## src/rtl/fft_agen_pkg.sv

```systemverilog
package fft_agen_pkg;

  typedef enum logic [1:0] {
    ST_IDLE,
    ST_RUN,
    ST_DRAIN
  } agen_state_t;

  // Base-4 digit sum modulo 4 of an index (up to 32 bits wide).
  function automatic logic [1:0] digit_sum4(input logic [31:0] v);
    logic [1:0] acc;
    acc = '0;
    for (int d = 0; d < 16; d++) begin
      acc = acc + v[2*d +: 2];
    end
    return acc;
  endfunction

endpackage

```

## src/rtl/fft_agen_seq.sv

```systemverilog
module fft_agen_seq
  import fft_agen_pkg::*;
#(
  parameter int LOGN_MAX = 12,
  parameter int LOGN_MIN = 4,
  parameter int WR_LAT   = 2,
  localparam int LW = $clog2(LOGN_MAX + 1),
  localparam int SW = $clog2(LOGN_MAX / 2 + 1),
  localparam int KW = LOGN_MAX - 2,
  localparam int DW = $clog2(WR_LAT + 1)
) (
  input  logic          clk,
  input  logic          rst,
  input  logic          start,
  input  logic [LW-1:0] log2n,
  input  logic          inverse,
  output logic          issue,
  output logic [SW-1:0] stage,
  output logic [KW-1:0] k,
  output logic [LW-1:0] cfg_l,
  output logic          cfg_inv,
  output logic          radix2,
  output logic          last
);

  agen_state_t   st;
  logic [DW-1:0] dcnt;
  logic [KW-1:0] kmax;
  logic [SW-1:0] nst;
  logic [LW-1:0] kshift;
  logic          cfg_ok;
  logic          fin_stage;

  // Size-derived limits of the captured configuration.
  assign cfg_ok    = (log2n >= LW'(LOGN_MIN)) && (log2n <= LW'(LOGN_MAX));
  assign kshift    = LW'(LOGN_MAX) - cfg_l;
  assign kmax      = {KW{1'b1}} >> kshift;
  assign nst       = SW'((cfg_l + LW'(1)) >> 1);
  assign fin_stage = (stage == nst - SW'(1));
  assign radix2    = cfg_l[0] & fin_stage;
  assign issue     = (st == ST_RUN);
  assign last      = issue && fin_stage && (k == kmax);

  always_ff @(posedge clk) begin
    if (rst) begin
      st      <= ST_IDLE;
      stage   <= '0;
      k       <= '0;
      dcnt    <= '0;
      cfg_l   <= LW'(LOGN_MIN);
      cfg_inv <= 1'b0;
    end else begin
      case (st)
        ST_IDLE: begin
          if (start && cfg_ok) begin
            cfg_l   <= log2n;
            cfg_inv <= inverse;
            stage   <= '0;
            k       <= '0;
            st      <= ST_RUN;
          end
        end
        ST_RUN: begin
          if (k == kmax) begin
            k    <= '0;
            dcnt <= '0;
            st   <= ST_DRAIN;
          end else begin
            k <= k + KW'(1);
          end
        end
        ST_DRAIN: begin
          // Let the in-flight writes of this stage leave before reading on.
          if (dcnt == DW'(WR_LAT - 1)) begin
            if (fin_stage) begin
              st <= ST_IDLE;
            end else begin
              stage <= stage + SW'(1);
              st    <= ST_RUN;
            end
          end else begin
            dcnt <= dcnt + DW'(1);
          end
        end
        default: st <= ST_IDLE;
      endcase
    end
  end

endmodule

```

## src/rtl/fft_agen_map.sv

```systemverilog
module fft_agen_map
  import fft_agen_pkg::*;
#(
  parameter int LOGN_MAX = 12,
  localparam int LW = $clog2(LOGN_MAX + 1),
  localparam int SW = $clog2(LOGN_MAX / 2 + 1),
  localparam int KW = LOGN_MAX - 2,
  localparam int IW = LOGN_MAX,
  localparam int WW = LOGN_MAX - 2
) (
  input  logic [LW-1:0]   cfg_l,
  input  logic [SW-1:0]   stage,
  input  logic [KW-1:0]   k,
  input  logic            radix2,
  output logic [7:0]      sub,
  output logic [4*WW-1:0] word
);

  logic [SW:0]   pos;
  logic [IW-1:0] kx;
  logic [IW-1:0] lo_bits;
  logic [IW-1:0] hi_bits;

  assign pos     = {stage, 1'b0};
  assign kx      = IW'(k);
  assign lo_bits = kx & ~({IW{1'b1}} << pos);
  assign hi_bits = (kx >> pos) << (pos + (SW+1)'(2));

  for (genvar j = 0; j < 4; j++) begin : g_leg
    logic [IW-1:0] idx;
    always_comb begin
      if (radix2) begin
        idx = kx | (IW'(j % 2) << (cfg_l - LW'(1)))
                 | (IW'(j / 2) << (cfg_l - LW'(2)));
      end else begin
        idx = hi_bits | (IW'(j) << pos) | lo_bits;
      end
    end
    assign sub[2*j +: 2]    = digit_sum4(32'(idx));
    assign word[WW*j +: WW] = idx[IW-1:2];
  end

endmodule

```

## src/rtl/fft_agen_twid.sv

```systemverilog
module fft_agen_twid #(
  parameter int LOGN_MAX = 12,
  localparam int LW = $clog2(LOGN_MAX + 1),
  localparam int SW = $clog2(LOGN_MAX / 2 + 1),
  localparam int KW = LOGN_MAX - 2,
  localparam int TW = LOGN_MAX
) (
  input  logic [LW-1:0] cfg_l,
  input  logic [SW-1:0] stage,
  input  logic [KW-1:0] k,
  input  logic          radix2,
  input  logic          inv,
  output logic [TW-1:0] tw
);

  logic [TW-1:0] kx;
  logic [TW-1:0] low;
  logic [TW-1:0] expo;
  logic [TW-1:0] scaled;
  logic [LW-1:0] sh_stage;
  logic [LW-1:0] sh_size;

  assign kx       = TW'(k);
  assign low      = kx & ~({TW{1'b1}} << {stage, 1'b0});
  assign sh_stage = cfg_l - LW'({stage, 1'b0}) - LW'(2);
  assign sh_size  = LW'(LOGN_MAX) - cfg_l;
  assign expo     = radix2 ? kx : (low << sh_stage);
  assign scaled   = expo << sh_size;
  assign tw       = inv ? (~scaled + TW'(1)) : scaled;

endmodule

```

## src/rtl/fft_agen.sv

```systemverilog
module fft_agen
  import fft_agen_pkg::*;
#(
  parameter int LOGN_MAX = 12,
  parameter int LOGN_MIN = 4,
  parameter int WR_LAT   = 2,
  localparam int LW = $clog2(LOGN_MAX + 1),
  localparam int SW = $clog2(LOGN_MAX / 2 + 1),
  localparam int KW = LOGN_MAX - 2,
  localparam int WW = LOGN_MAX - 2
) (
  input  logic            clk,
  input  logic            rst,
  input  logic            start,
  input  logic [LW-1:0]   log2n,
  input  logic            inverse,
  output logic            rd_valid,
  output logic [SW-1:0]   rd_stage,
  output logic [7:0]      rd_sub,
  output logic [4*WW-1:0] rd_word,
  output logic [LOGN_MAX-1:0] rd_twid,
  output logic            wr_valid,
  output logic [7:0]      wr_sub,
  output logic [4*WW-1:0] wr_word,
  output logic            done,
  output logic            pe_bank
);

  logic            issue, last, radix2, cfg_inv;
  logic [SW-1:0]   stage;
  logic [KW-1:0]   k;
  logic [LW-1:0]   cfg_l;
  logic [7:0]      sub_c;
  logic [4*WW-1:0] word_c;
  logic [LOGN_MAX-1:0] tw_c;

  fft_agen_seq #(.LOGN_MAX(LOGN_MAX), .LOGN_MIN(LOGN_MIN), .WR_LAT(WR_LAT)) u_seq (
    .clk(clk), .rst(rst), .start(start), .log2n(log2n), .inverse(inverse),
    .issue(issue), .stage(stage), .k(k), .cfg_l(cfg_l), .cfg_inv(cfg_inv),
    .radix2(radix2), .last(last)
  );

  fft_agen_map #(.LOGN_MAX(LOGN_MAX)) u_map (
    .cfg_l(cfg_l), .stage(stage), .k(k), .radix2(radix2),
    .sub(sub_c), .word(word_c)
  );

  fft_agen_twid #(.LOGN_MAX(LOGN_MAX)) u_twid (
    .cfg_l(cfg_l), .stage(stage), .k(k), .radix2(radix2), .inv(cfg_inv),
    .tw(tw_c)
  );

  // Slot 0 holds the read butterfly; slot WR_LAT holds the matching write.
  logic            pv [0:WR_LAT];
  logic            pl [0:WR_LAT];
  logic [7:0]      ps [0:WR_LAT];
  logic [4*WW-1:0] pw [0:WR_LAT];

  always_ff @(posedge clk) begin
    if (rst) begin
      for (int i = 0; i <= WR_LAT; i++) begin
        pv[i] <= 1'b0;
        pl[i] <= 1'b0;
      end
    end else begin
      pv[0] <= issue;
      pl[0] <= last;
      for (int i = 1; i <= WR_LAT; i++) begin
        pv[i] <= pv[i-1];
        pl[i] <= pl[i-1];
      end
    end
  end

  always_ff @(posedge clk) begin
    ps[0]    <= sub_c;
    pw[0]    <= word_c;
    rd_stage <= stage;
    rd_twid  <= tw_c;
    for (int i = 1; i <= WR_LAT; i++) begin
      ps[i] <= ps[i-1];
      pw[i] <= pw[i-1];
    end
  end

  always_ff @(posedge clk) begin
    if (rst) begin
      pe_bank <= 1'b0;
    end else if (pv[WR_LAT-1] && pl[WR_LAT-1]) begin
      pe_bank <= ~pe_bank;
    end
  end

  assign rd_valid = pv[0];
  assign rd_sub   = ps[0];
  assign rd_word  = pw[0];
  assign wr_valid = pv[WR_LAT];
  assign wr_sub   = ps[WR_LAT];
  assign wr_word  = pw[WR_LAT];
  assign done     = pv[WR_LAT] & pl[WR_LAT];

endmodule

```

## config.mk

```make
export PLATFORM = sky130hd
export DESIGN_NAME = fft_agen
export DESIGN_NICKNAME = d
export VERILOG_FILES = /design/src/rtl/fft_agen_pkg.sv /design/src/rtl/fft_agen_seq.sv /design/src/rtl/fft_agen_map.sv /design/src/rtl/fft_agen_twid.sv /design/src/rtl/fft_agen.sv
export SDC_FILE = /design/constraint.sdc
export NUM_CORES = 1
export LEC_CHECK = 0
export BUFFER_PORTS_ARGS = -buffer_cell sky130_fd_sc_hd__buf_4
export CAP_MARGIN = 10
export CORE_MARGIN = 3
export CORE_UTILIZATION = 40
export CTS_CLUSTER_DIAMETER = 40
export DETAILED_ROUTE_END_ITERATION = 10
export PLACE_DENSITY = 0.64
export SLEW_MARGIN = 25
export SYNTH_ARGS = -nofsm -noshare
export SYNTH_HDL_FRONTEND = slang
export SYNTH_SLANG_ARGS = --single-unit
```

## constraint.sdc

```tcl
create_clock -name clk -period 12 [get_ports clk]
set_clock_uncertainty 0.15 [all_clocks]
set_input_delay 1.2 -clock clk [delete_from_list [all_inputs] [get_ports clk]]
set_output_delay 1.2 -clock clk [all_outputs]
set_load 0.005 [all_outputs]
```

==> flow_results.org, run 1 <==
** Job
- MaxCap Viol Count :: 0

** Cells and area
- The area growth from synthesis to layout is 10.7%.
- Final cell count without fillers :: 1321
- Final core area utilization :: 0.455
- Fraction of layout cells with a size suffix above 1 :: 0.199
- 0 antenna diodes ended up in the layout.
- The net count of the finished layout is 1048.

** Route
- Number of routed nets with antenna violations :: 0
- Via Count :: 6855
- Final wirelength :: 22.7 mm
- In the routed design, unresolved DRC markers number 0.
- After detailed routing, the average wire length per cell comes to 17.2 um.
- For this run, the detailed router's first-pass iteration total came to 5.
- Per-cell via count in the routed design :: 5.19
- Iteration-0 DRC Markers :: 565

** Clocking
- Root buffer selected by CTS :: clkbuf_16
- TritonCTS Sinks :: 188
- Longest Clk Path Bufs :: 2
- In this run, post-CTS repair resized a total of 0 instances.
- In this run the number of H-tree levels came out at 4.
- Post-CTS setup buffer count :: 0
- Buffers inserted during clock tree synthesis total 17.
- Clock transition time at the flip-flop clock pins of the worst setup and hold paths :: 0.08 ns
- The number of hold buffers added after CTS was 0.
- TritonCTS built the clock tree.
- At the later pin of the worst-skew pair, clock insertion delay measures 0.44 ns.

** GRT
- Via count of the first global-routing pass :: 6594
- The number of antenna violations at the first check in global routing was 0.
- Entering global routing, the biggest net connects 47 pins.
- Total congestion overflow after global routing :: 0
- The first global-routing pass estimated 35.9 mm of wire.
- Total GRT Usage :: 0.176

** STA
- Counting I/O delays and the setup requirement, the final critical path takes 8.17 ns.
- In this run the tightest slew margin relative to its limit is 0.360.
- The final-report hold violation count came to 0.
- The count of final max-slew check failures is 0.
- Final hold slack :: 0.172 ns
- Final setup violation count :: 0
- Setup repair after global routing left no endpoint under its margin.
- Setup total negative slack on the finished layout was measured at 0 ns.
- Transition at the pin with the smallest max-transition slack :: 0.947 ns
- Period Utilization, post-route :: 0.681
- Highest Clock Rate :: 122 MHz

** Power
- For this design the total switching power over the nets is 538 uW.
- For this design the static power due to leakage is 0.00432 uW.
- Combinational share of power :: 0.207
- Cell internal power dissipation :: 1120 uW
- Sequential share of power :: 0.427
- Power per standard cell area :: 160 nW/um^2
- Of the total power, the share spent switching nets is 0.324.
- The share of total power dissipated in the clock network is 0.365.
- IR analysis of the VDD net gives a maximum drop of 0.0850 mV.

** Floorplanning
- The total area inside the core boundary comes to 22800 sq um.
- For this configuration, the core starts out at a cell density of 0.411.
- Vertical die dimension :: 159 um
- Die area :: 25300 sq um
- Pin placement for this block handled 123 I/O pins.
- The die is 159 um wide.
- Std-Cell Rows :: 55

** Placement
- The wire-length estimate of the detail-placed layout is 16.5 mm.
- Port buffering added 122 buffers.
- After detailed placement, the design holds a cell count of 1289.
- Global placer's final weighted congestion :: 0.923

** Logic synthesis
- Of the synthesized area, sequential elements account for 0.401.
- Share of async-settable or async-resettable flops after synthesis :: 0
- In the post-synthesis netlist, the biggest area contributors are dfxtp_1, buf_4, ha_1, xnor2_1, nor2_1.
- Among all flip-flop cells after synthesis, the most frequent one is dfxtp_1.
- The Yosys step of the flow raised 0 warnings.
- Mean instance size in the synthesized netlist :: 9.40 sq um
- Synthesis handed over a netlist of 998 instances.
- The number of nets in the synthesized netlist is 1051.
- Mapped cell area :: 9380 sq um
- The synthesized design spends more area on one cell type than any other, namely dfxtp_1.
- The synthesized netlist contains 96 unique library cells.
- The synthesized design contains 0 enable-type register cells.
- Area share of the largest cell type after synthesis :: 0.401
- Number of flip-flops and latches in the synthesized netlist :: 188

** Worst setup path
- The signal on the critical path passes through buf_4 > clkinv_1 > ha_1 > inv_1 > ha_1 > xnor2_4 > xnor3_2 > nor2_4 > o41ai_1 > a311oi_1 > and2_1 > fa_1 > fa_1 > fa_1 > inv_1 > ha_1 > xnor2_1 > xnor2_1 > xnor2_1 > xnor3_1 > xnor2_1.
- STA classifies the critical path endpoint as a register.
- Register-to-register path setup slack :: 3.83 ns
- Data on the critical path is required at its endpoint by 12.18 ns.
- Counting both buffers and inverters, the worst setup path holds a total of 4.
- The kind of cell with the highest combined delay along the critical path is adder cells.
- On the critical path, the stage with the largest delay is an instance of ha_1.
- On the worst path, the slowest cell contributes a delay of 0.98 ns.
- Counting stages on the worst path, the most repeated cell is xnor2_1.
- In this run the worst path has a maximum fanout of 46.
- Arr. time, crit path :: 8.35 ns
- STA classifies the critical path startpoint as a register.
- Start-to-end type of the worst setup path :: register to register

** Status
- Result of the run :: complete, no violations

** Hold path
- Class of the worst hold path :: register to register
-- flip-flops by register name, summed over array words and instances (netlist names), 3 cells and up --
signal	cells
pw	120
u_seq.k	10
u_seq.stage	3
pl	3
rd_twid	12
rd_stage	3
ps	24
pv	3
u_seq.cfg_l	4
-- power groups by stage --
stage / sequential [uW] / clock [uW] / combinational [uW]
after floorplan: 709 / 0 / 274
after global placement: 724 / 0 / 340
after detailed placement: 725 / 0 / 342
after CTS: 710 / 620 / 343
after global routing: 716 / 646 / 376
final: 710 / 606 / 344
-- per-stage QoR --
step	power (uW)	instance area, sq um	worst slack [ns]
3_5_place_dp	1070	9730	3.93
6_report	1660	10400	3.83
5_1_grt	1740	10400	3.29
2_1_floorplan	983	9380	5.44
4_1_cts	1670	10400	3.88
3_3_place_gp	1060	9730	4.20
-- synth_stat cells (7+ instances only) --
library cell,n
dfxtp_1,188
buf_4,99
nor2_1,78
nand2_1,68
inv_1,48
xnor2_1,35
ha_1,32
a21oi_1,31
nor2b_1,30
o21ai_0,29
clkbuf_1,28
nand3_1,26
xor2_1,22
mux2i_1,15
nor3_1,15
buf_2,13
fa_1,13
a211oi_1,12
a22oi_1,10
a31oi_1,10
and2_1,10
and3_1,10
nand2b_1,7
-- worst register-to-register path: cells and delay by family (launching register included) --
family                   cells  cell delay, ns
adder cells (fa/ha/maj)      6            3.07
flip-flops                   1            0.32
buffers and inverters        4            1.26
XOR/XNOR                     7            1.54
AND/OR/NAND/NOR              2            0.89
AO/OA/AOI/OAI                2            0.84
-- layer usage --
metal  vias up  track usage  wire length, um
li1       3330            -                -
met1      3191        0.235            10100
met2       289        0.281            10300
met3        45       0.0369             1620
met4         0       0.0657              622
met5         -            0                0
-- final cells by class --
class / instances / area [sq um]
multi-input cells: 612 / 4450
well taps: 313 / 392
clock inverters: 15 / 229
flip-flops and latches: 188 / 3760
fillers: 2262 / 12500
inverters: 51 / 191
clock buffers: 17 / 425
repair buffers: 125 / 938
-- logic make-up after synthesis --
kind of cell / Yosys count / share of synthesized area
buffers and inverters: 198 / 0.125
flip-flops: 188 / 0.401
adder cells (fa/ha/maj): 45 / 0.0704
XOR/XNOR: 66 / 0.0728
AND/OR/NAND/NOR: 281 / 0.149
multiplexers: 22 / 0.0252
AO/OA/AOI/OAI: 198 / 0.156
-- path summary, 6_finish.rpt --
path,start,end,cells after the start
setup / recovery,u_seq.cfg_l[0],ps[0][7],21
hold / removal,pw[0][42],pw[0][82],0
setup reg to reg,u_seq.cfg_l[0],ps[0][7],21
hold reg to reg,pw[0][42],pw[0][82],0
-- cells in the final DEF, fill, tap and decap left out, drive strengths merged, types with 10 or more instances in the layout --
cell type and count:
dfxtp 188, buf 125, nor2 81, nand2 68, inv 61, xnor2 38, o21ai 36, ha 32
a21oi 32, nor2b 30, nand3 26, xor2 24, clkbuf 17, nor3 16, mux2i 15, a211oi 14
fa 13, and2 11, a31oi 11, and3 11, a22oi 10
No activity file was read; power rests on OpenSTA's default activity.
==> run 2: changes to the inputs <==
==> constraint.sdc (replaced) <==
create_clock -name clk -period 8.3 [get_ports clk]
set_clock_uncertainty 0.15 [all_clocks]
set_input_delay 0.83 -clock clk [delete_from_list [all_inputs] [get_ports clk]]
set_output_delay 0.83 -clock clk [all_outputs]
set_load 0.005 [all_outputs]
==> flow_results.org, run 2 (synthesized netlist as in run 1, its figures left out) <==
** STA
- The final-report hold violation count came to 0.
- Counting I/O delays and the setup requirement, the final critical path takes 7.06 ns.
- Highest Clock Rate :: 142 MHz
- Transition at the pin with the smallest max-transition slack :: 0.867 ns
- Normalized max-slew margin :: 0.418
- Summed over all failing endpoints, the final setup total negative slack is 0 ns.
- Max-slew violation count :: 0
- Setup repair after global routing left no endpoint under its margin.
- Setup violations remaining at the end of the flow were counted as 0.
- Of the available clock period, the critical path in the final layout requires 0.851.

** Route
- In this run the remaining antenna-violating nets after routing total 0.
- Per-cell via count in the routed design :: 5.25
- Detailed-routing iteration count for the pre-antenna-repair pass :: 5
- After the first detailed-routing iteration, the DRC count stood at 599.
- Drt drc :: 0
- For this block, the routed nets add up to 23.1 mm of wire.
- Via Count :: 6945
- WL per Instance :: 17.4 um

** Floorplanning
- The initialized floorplan defines 55 standard-cell rows.
- The floorplan step defined a core boundary enclosing 22800 sq um.
- Die area :: 25300 sq um
- The floorplan step set the die width to 159 um.
- Number of ports placed on the die boundary :: 123
- The floorplan step set the die height to 159 um.
- Initial standard-cell utilization of the core :: 0.411

** Power
- Power dissipated by switching net loads :: 787 uW
- Combinational share of power :: 0.208
- The worst-case IR drop observed on VDD is 0.127 mV.
- Proportion of power drawn by the clock network :: 0.367
- Cell internal power dissipation :: 1620 uW
- Of the total power, the share spent switching nets is 0.327.
- Sequential share of power :: 0.425
- Leakage power summed over all cells :: 0.00433 uW
- Power per standard cell area :: 231 nW/um^2

** Worst setup path
- For the worst flop-to-flop path, the logic depth is 21.
- Among all stages on the critical path, the largest delay is contributed by nor2_4.
- Counting stages on the worst path, the most repeated cell is xnor2_1.
- Required time at the endpoint of the critical path :: 8.48 ns
- Cell Chain, Critical Path :: clkinv_1 > ha_1 > buf_4 > inv_1 > ha_1 > xnor2_4 > xnor3_2 > nor2_4 > o41ai_1 > a311oi_1 > and2_1 > fa_1 > fa_1 > fa_1 > inv_1 > ha_1 > xnor2_1 > xnor2_1 > xnor2_1 > xnor3_1 > xnor2_1
- Peak per-stage delay on the critical path :: 0.62 ns
- Top fanout value on the critical path :: 35
- Arr. time, crit path :: 7.24 ns
- Crit path capture type :: register
- Type of origin of the critical path :: register
- Start-to-end type of the worst setup path :: register to register

** Clocking
- The clock net in this run drives a total of 188 sinks.
- Post-CTS setup buffer count :: 0
- Longest Clk Path Bufs :: 2
- After clock tree synthesis, the clock-pin slew on the worst setup and hold paths is 0.08 ns.
- Post-CTS Resized :: 0
- The root buffer cell chosen for the clock tree is clkbuf_16.
- TritonCTS built the clock tree.
- In this run the number of H-tree levels came out at 4.
- Number of buffers created by CTS :: 17
- Hold repair after CTS inserted 0 buffers.
- At the later pin of the worst-skew pair, clock insertion delay measures 0.44 ns.

** GRT
- Entering global routing, the biggest net connects 46 pins.
- Wire length of the first global-routing pass :: 36.3 mm
- In the global route stage, overall resource usage came out at 0.178.
- The number of antenna violations at the first check in global routing is 0.
- The total overflow left after global routing is 0.
- The number of global-route vias before repair was 6701.

** Cells and area
- Commonest cells after routing, fill and taps aside :: dfxtp_1, buf_4, nor2_1
- Leading cell type in the layout, fill and taps excluded :: dfxtp_1
- Final core area utilization :: 0.456
- Number of antenna cells inserted :: 0
- Number of nets in the layout :: 1051
- Largest registers :: pw: 120 flops, ps: 24 flops, rd_twid: 12 flops
- The filler cells instantiated in the layout total 2248.
- The register with the most flip-flops in the layout has 120 of them.
- The area growth from synthesis to layout is 11.0%.
- Register with the most flip-flops :: pw
- Fraction of layout cells with a size suffix above 1 :: 0.202
- Final cell count without fillers :: 1324

** Placement
- Detailed placement finished with a half-perimeter wire length of 16.7 mm.
- Count of placed standard cells including taps :: 1292
- Global placer's final weighted congestion :: 0.923
- Port bufs :: 122

** Status
- The run finished with clean final reports.

** Job
- Across the run, the number of max-cap violations was 0.

** Hold path
- Class of the worst hold path :: register to register
- Counting instances, the worst hold path has a depth of 0.
[run 2: worst max-delay path: cells and delay by family, from the launching register on]
family	cells	cell delay [ns]
DFF	1	0.34
adders and majority gates	6	2.45
and+or+nand+nor	2	0.87
AOI/OAI and AO/OA	2	0.77
xor gates and xnor gates	7	1.56
buffers and inverters	4	0.80
[run 2: metrics by stage]
step           worst slack, ns  total power, uW  hold WS (ns)  instance area, sq um
3_3_place_gp              1.51             1540         0.160                  9760
4_1_cts                   1.23             2430         0.172                 10400
5_1_grt                  0.804             2520         0.176                 10400
3_5_place_dp              1.25             1540         0.162                  9760
6_report                  1.24             2410         0.168                 10400
2_1_floorplan             1.74             1420         0.160                  9380
[run 2: worst paths after layout]
path | endpoint | from | slack [ns]
setup / recovery | ps[0][7] | u_seq.cfg_l[0] | 1.24
setup reg to reg | ps[0][7] | u_seq.cfg_l[0] | 1.24
hold reg to reg | pw[0][92] | pw[0][52] | 0.17
hold / removal | pw[0][92] | pw[0][52] | 0.17
[run 2: area by class of cell]
cell class	instances	area (sq um)	share of cell area
repair buffers	128	961	0.0923
clock inverters	15	230	0.0221
well taps	313	392	0.0376
clock buffers	17	425	0.0409
multi-input cells	612	4450	0.427
flip-flops and latches	188	3760	0.361
inverters	51	191	0.0184
[run 2: metal layers]
metal	track usage	wire length (um)
met1	0.230	10200
met3	0.0440	1610
met2	0.290	10800
met5	0	0
met4	0.0617	542
[run 2: power groups by stage]
stage	sequential, uW	combinational, uW	clock [uW]
after detailed placement	1050	497	0
after global placement	1050	496	0
after floorplan	1020	397	0
final	1020	502	883
after CTS	1030	500	907
after global routing	1030	550	942
